File: config.mk
export PLATFORM = sky130hd
export DESIGN_NAME = mp_limit_timers
export DESIGN_NICKNAME = d
export VERILOG_FILES = /design/src/rtl/mp_limit_timers.sv
export SDC_FILE = /design/constraint.sdc
export NUM_CORES = 1
export LEC_CHECK = 0
export CAP_MARGIN = 0
export CORE_MARGIN = 3
export CORE_UTILIZATION = 25
export DETAILED_ROUTE_END_ITERATION = 8
export DONT_BUFFER_PORTS = 1
export SYNTH_ARGS = -nofsm -noshare
export SYNTH_HDL_FRONTEND = slang
export SYNTH_SLANG_ARGS = --single-unit
File: constraint.sdc
create_clock -name clk -period 6.9 [get_ports clk]
set_input_delay 2.07 -clock clk [delete_from_list [all_inputs] [get_ports clk]]
set_output_delay 2.07 -clock clk [all_outputs]
set_load 0.1 [all_outputs]
File: src/rtl/mp_limit_timers.sv
module mp_limit_timers #(
  parameter int          NCPU        = 4,
  parameter logic [20:0] CPU_INIT    = 21'd10000,
  parameter logic [20:0] MASTER_INIT = 21'd10000,
  localparam int NT = NCPU + 1,
  localparam int IW = $clog2(NT),
  localparam int AW = IW + 2
) (
  input  logic            clk,
  input  logic            rst_n,
  input  logic            tick,
  input  logic            rd_en,
  input  logic            wr_en,
  input  logic [AW-1:0]   addr,
  input  logic [31:0]     wdata,
  output logic [31:0]     rdata,
  output logic [NCPU-1:0] irq_l14,
  output logic [NCPU-1:0] irq_l10
);
  localparam int VW = 21;
  localparam int VLO = 10;

  logic [IW-1:0]        sel;
  logic [1:0]           word;
  logic                 hit;
  logic [VW-1:0]        wval;
  logic [NT-1:0][VW-1:0] lim_a, cnt_a;
  logic [NT-1:0][31:0]  ctl_a;
  logic [NT-1:0]        flag_a;
  logic [31:0]          rmux;

  assign sel  = addr[AW-1:2];
  assign word = addr[1:0];
  assign hit  = int'(sel) < NT;
  assign wval = wdata[VLO+VW-1:VLO];

  for (genvar t = 0; t < NT; t++) begin : g_tmr
    logic [VW-1:0] lim_q, cnt_q, dec;
    logic [31:0]   ctl_q;
    logic          flag_q, me, term;

    assign me   = (sel == IW'(t));
    assign dec  = cnt_q - 1'b1;
    assign term = tick && (dec == '0);

    always_ff @(posedge clk) begin
      if (!rst_n) begin
        lim_q  <= (t < NCPU) ? CPU_INIT : MASTER_INIT;
        cnt_q  <= (t < NCPU) ? CPU_INIT : MASTER_INIT;
        flag_q <= 1'b0;
        ctl_q  <= (t < NCPU) ? 32'd1 : 32'd0;
      end else begin
        if (wr_en && me && word == 2'd0) begin
          lim_q  <= wval;
          cnt_q  <= wval;
          flag_q <= 1'b0;
        end else begin
          if (wr_en && me && word == 2'd2) lim_q <= wval;
          if (tick) cnt_q <= term ? lim_q : dec;
          if (term) flag_q <= 1'b1;
          else if (rd_en && me && word == 2'd0) flag_q <= 1'b0;
        end
        if (wr_en && me && word == 2'd3) ctl_q <= wdata;
      end
    end

    assign lim_a[t]  = lim_q;
    assign cnt_a[t]  = cnt_q;
    assign ctl_a[t]  = ctl_q;
    assign flag_a[t] = flag_q;
  end

  always_comb begin
    rmux = '0;
    if (hit) begin
      case (word)
        2'd1:    rmux = {flag_a[sel], cnt_a[sel], {VLO{1'b0}}};
        2'd3:    rmux = ctl_a[sel];
        default: rmux = {flag_a[sel], lim_a[sel], {VLO{1'b0}}};
      endcase
    end
  end

  always_ff @(posedge clk) begin
    if (!rst_n)     rdata <= '0;
    else if (rd_en) rdata <= rmux;
  end

  assign irq_l14 = flag_a[NCPU-1:0];
  assign irq_l10 = {NCPU{flag_a[NCPU]}};
endmodule


* After elaboration in Yosys (flattened, before gate mapping)
Cells that the tools add are included.
** Storage, ports and cells
- Logic and storage cells :: 143
- Input port bits :: 42
- Bits in registers :: 407
- Output and inout bits :: 40
** Operators by class
- Order comparisons :: 2
- Add/sub/neg operators :: 5
- Equal/unequal tests :: 7
- Reductions and logical operators :: 62
- Bitwise gates (word level) :: 1
- Mux-type cells :: 45
** Operators by type and width (number)
- $mux W21 :: 27
- $bmux W21 S3 :: 2
- $logic_not A21 Y1 :: 5
- $sub A21 B1 Y21 const B :: 5
- $bmux W32 S3 :: 1
- $mux W32 :: 2
- $pmux W32 S2 :: 1
- $logic_and A1 B1 Y1 :: 35
- $reduce_bool A2 Y1 :: 15
- $mux W1 :: 11
- $reduce_or A2 Y1 :: 5
- $eq A3 B2 Y1 const B :: 2
- $eq A2 B2 Y1 const B :: 2
- $lt A3 B4 Y1 const B :: 1
- $bmux W1 S3 :: 1
- $eq A3 B1 Y1 const B :: 1
- $eq A3 B3 Y1 const B :: 1
- $logic_not A3 Y1 :: 1
- $lt A3 B3 Y1 const B :: 1
- $eq A2 B1 Y1 const B :: 1
- $logic_not A2 Y1 :: 1
- $not A1 Y1 :: 1

* Longest topological paths before layout
- Word-level depth :: 6
- Mapped depth :: 11
- Depth with buffers taken out :: 8

* Least setup slack after synthesis
Ideal clock, no wire load.
- Path type :: input port to flip-flop
- Start point :: in wr_en
- End point :: reg g_tmr[0].cnt_q[10]
- Data required time :: 6.784 ns
- Path buffers :: 2
- Data arrival time :: 3.937 ns
- Setup time :: 0.116 ns
- Path slack :: 2.846 ns
- Stages on the path :: 6
- Cells stage by stage :: clkbuf_1 > or4b_2 > nor2_1 > clkbuf_1 > o211ai_1 > a31o_2
** On the way
- Cells in the longest elaborated chain, start to end :: 3
- Elaborated cells on any way between the ends :: 4
- Those cells by class :: 1 x mux; 3 x reduce/logical
** Ends and longest elaborated chain
- start: declaration :: line 13 : input logic wr_en,
- $logic_and A1 B1 Y1 (*) (2 in series) :: line 53 : if (wr_en && me && word == 2'd0) begin
- $mux W21 or $reduce_bool A2 Y1 (tied branches)
- end signal: assignment :: line 49 : cnt_q <= (t < NCPU) ? CPU_INIT : MASTER_INIT;
- end signal: assignment :: line 55 : cnt_q <= wval;
- end signal: assignment :: line 59 : if (tick) cnt_q <= term ? lim_q : dec;
- end: declaration :: line 38 : logic [VW-1:0] lim_q, cnt_q, dec;
Every way passes the cells marked *; elsewhere a longest branch is shown, timed or not.
A chain may end at the register's enable or synchronous reset.

* Worst setup path after layout
- Start point :: reg g_tmr[2].cnt_q[0]
- End point :: reg g_tmr[2].cnt_q[0]
** On the way
- Cells in the longest elaborated chain, start to end :: 6
** Ends and longest elaborated chain
- start: declaration :: line 38
- start signal: assignment :: line 49
- start signal: assignment :: line 55
- start signal: assignment :: line 59
- $sub A21 B1 Y21 (*) :: line 43 : assign dec = cnt_q - 1'b1;
- $logic_not A21 Y1 :: line 44 : assign term = tick && (dec == '0);
- $logic_and A1 B1 Y1 :: line 44
- $mux W21 (*) (2 in series) :: line 59
- $mux W21 (*) :: line 53
Every way passes the cells marked *; elsewhere a longest branch is shown, timed or not. The select of a mux whose other input is x is not followed.

==> run summary <==
Post-DP Area = 0.02266 mm²
Syn Area/Cell = 7.854 µm²
DR vias/cell = 5.441
Vias in the first global route = 18.58k
Clk root buf = clkbuf_16
Ys Warns = 0
First-pass GRT wire length = 127.7 mm
Fraction of layout cells with a size suffix above 1 = 0.09387
Clk_skew = 10.59 ps
Total Power = 5.406 mW
DIE AREA = 0.09111 mm²
Wirelength per Cell = 22.84 µm
CTS Sinks = 407
Seq/Total Area, Yosys = 0.3723
Max-slew violation count = 0
Residual DRC = 0
R2r worst-path depth = 8
Clock transition at the registers of the reported paths = 60 ps
Initial antenna violation count = 2
GRT Resource Usage Total = 0.1838
Core Util, Final = 0.2794
Area Growth Syn to Fin = 9.749%
Crit end category = flop
Reg2Reg Setup Slack = 2960 ps
CTS tree = done
Die height = 301.9 µm
Fin area = 0.02402 mm²
I/O pin count = 82
PwrDens = 225.1 mW/mm²
Post-route ant nets = 0
Synth Flop Type = dfxtp_1
Hold Buf Count CTS = 0
CTS resizes = 0
Final Worst Setup Slack = 2960 ps
EDFF count, synth = 0
Slew @ Worst Pin = 1166 ps
Distinct cells, synth = 82
Req. time, crit path = 7350 ps
Worst slew margin = 0.2217
Pre-CTS setup slack = 2456 ps
Most frequent cells in the layout = nand2_1 (720), dfxtp_1 (406), a21oi_1 (307), nor2_1 (122), o21ai_0 (114)
Latest clock arrival within the worst-skew pair = 570 ps
ANT cells = 0
Max Cap Viol = 0
VDD IR-drop max = 0.0001763 V
FF+latch count, synth = 407
Hold Path Stages = 2
Status = finished clean
Commonest non-fill, non-tap cell in the layout = nand2_1
Worst hold margin = 449.7 ps
Worst R2R End = g_tmr[2].cnt_q[0]
Postcts setup bufs = 0
Htree depth = 2
HPWL after DPL = 57.38 mm
Port Buffers = 0
FP Rows = 107
Critical Path Start Type = flop
Synth Cell Area = 0.02188 mm²
LEAKAGE = 7.686 nW
RSZ-0062 raised after global routing = no
Num CTS Buffers = 42
Hold WC Path Type = flop to flop
Die width = 301.9 µm
DR iter-0 viols = 2792
Critical path type = flop to flop
Asr flop ratio synth = 0
Sum of negative setup slack = 0 ps
Hold Path End = g_tmr[4].ctl_q[9]
Synth Net Count = 2838
Placed Cells = 3717
Vias = 20.60k
Grt ovf = 0
Fin cells = 3786
Nets@finish = 2669
Pre-antenna DRT Iters = 7
Tmin final = 3940 ps
Setup violators final = 0
Largest net degree at the start of global routing = 160
Post-Syn Instances = 2786
Fillers = 9301
Post-Route WL = 86.47 mm
Starting density of the core = 0.2546
Worst-path fanout max = 21
Gpl congestion = 0.9806
Core Region = 0.08595 mm²
Peak Freq = 253.8 MHz
Data arrival, critical path = 4390 ps
Max clock buf depth = 3
Final hold violations = 0
Final period utilization = 0.5711
Critical R2R Launch = g_tmr[2].cnt_q[0]
Hold path startpoint = g_tmr[4].ctl_q[9]
[final cells by class]
class | instances | area [µm²] | share of cell area
clock inverters | 13 | 168.9 | 0.007033
well taps | 1144 | 1431 | 0.05960
repair buffers | 39 | 305.3 | 0.01271
flip-flops and latches | 407 | 8152 | 0.3394
clock buffers | 56 | 1184 | 0.04929
multi-input cells | 2084 | 12610 | 0.5249
inverters | 43 | 168.9 | 0.007033
[power breakdown]
part	internal (mW)	total (mW)	switching (mW)	leakage [nW]
Combinational	0.208	0.534	0.326	3.73
Sequential	2.41	2.56	0.152	3.30
Clock	1.29	2.31	1.02	0.661
Total	3.90	5.41	1.50	7.69
[worst max-delay path by stage]
stage / startpoint / end / slack [ps]
2_1_floorplan: wr_en / g_tmr[0].cnt_q[10] / 2850
3_3_place_gp: addr[4] / g_tmr[1].cnt_q[20] / 2450
3_5_place_dp: addr[3] / g_tmr[4].cnt_q[2] / 2460
4_1_cts: addr[4] / g_tmr[1].cnt_q[20] / 3050
5_1_grt: g_tmr[2].cnt_q[0] / g_tmr[2].cnt_q[0] / 2870
6_report: g_tmr[2].cnt_q[0] / g_tmr[2].cnt_q[0] / 2960
[metal layers]
metal	up-vias	global-route usage	part of all wire
met1	9924	0.2508	0.41
met3	163	0.03976	0.11
met2	1051	0.2712	0.43
li1	9463	-	-
met4	0	0.09679	0.056
met5	-	0	0
[logic make-up (layout without fill, tap and decap cells)]
kind of cell,after synthesis,in the layout,synth area share
flops,407,407,0.3723
xor+xnor,104,104,0.04248
fa+ha+maj,10,10,0.005718
buf+inv,295,151,0.05398
mux,101,101,0.08943
compound gates,657,657,0.1849
simple gates,1212,1212,0.2511
[registers in the layout, summed over array words and instances (netlist names)]
signal	flops
g_tmr.ctl_q	160
g_tmr.lim_q	105
rdata	32
g_tmr.cnt_q	105
g_tmr.flag_q	5
[cells in the mapped netlist, types with 8 or more instances]
cell type	number	area share
a211o_1	9	0.0036
a211oi_1	17	0.0058
a21oi_1	307	0.070
a221oi_1	17	0.0068
a22o_1	9	0.0036
a31o_2	12	0.0048
and2_1	22	0.0063
and3_1	19	0.0054
buf_1	12	0.0021
buf_2	21	0.0048
buf_4	8	0.0027
clkbuf_1	207	0.036
dfxtp_1	407	0.37
ha_1	10	0.0057
inv_1	40	0.0069
mux2i_1	20	0.0091
mux4_2	75	0.077
nand2_1	720	0.12
nand2b_1	8	0.0023
nand3_1	93	0.021
nand4_1	33	0.0094
nand4b_1	8	0.0032
nor2_1	131	0.022
nor3_1	62	0.014
nor3b_1	9	0.0031
nor4_1	23	0.0066
nor4_2	8	0.0046
o2111ai_1	21	0.0084
o211ai_1	42	0.014
o21ai_0	114	0.026
o21ai_2	11	0.0044
o22ai_1	18	0.0051
o2bb2ai_1	21	0.0084
o311ai_0	9	0.0036
or3_1	22	0.0063
or4_1	10	0.0034
xnor2_1	60	0.024
xor2_1	43	0.017
[critical path, cell delays in order (launching register included)]
cell and delay, ps:
dfxtp_1 390, inv_1 190, ha_1 250, nor3b_1 570, nand3_1 340, o31a_1 360
nor3_1 280, nand4_1 860, mux2_2 590
No activity file was read; power rests on OpenSTA's default activity.
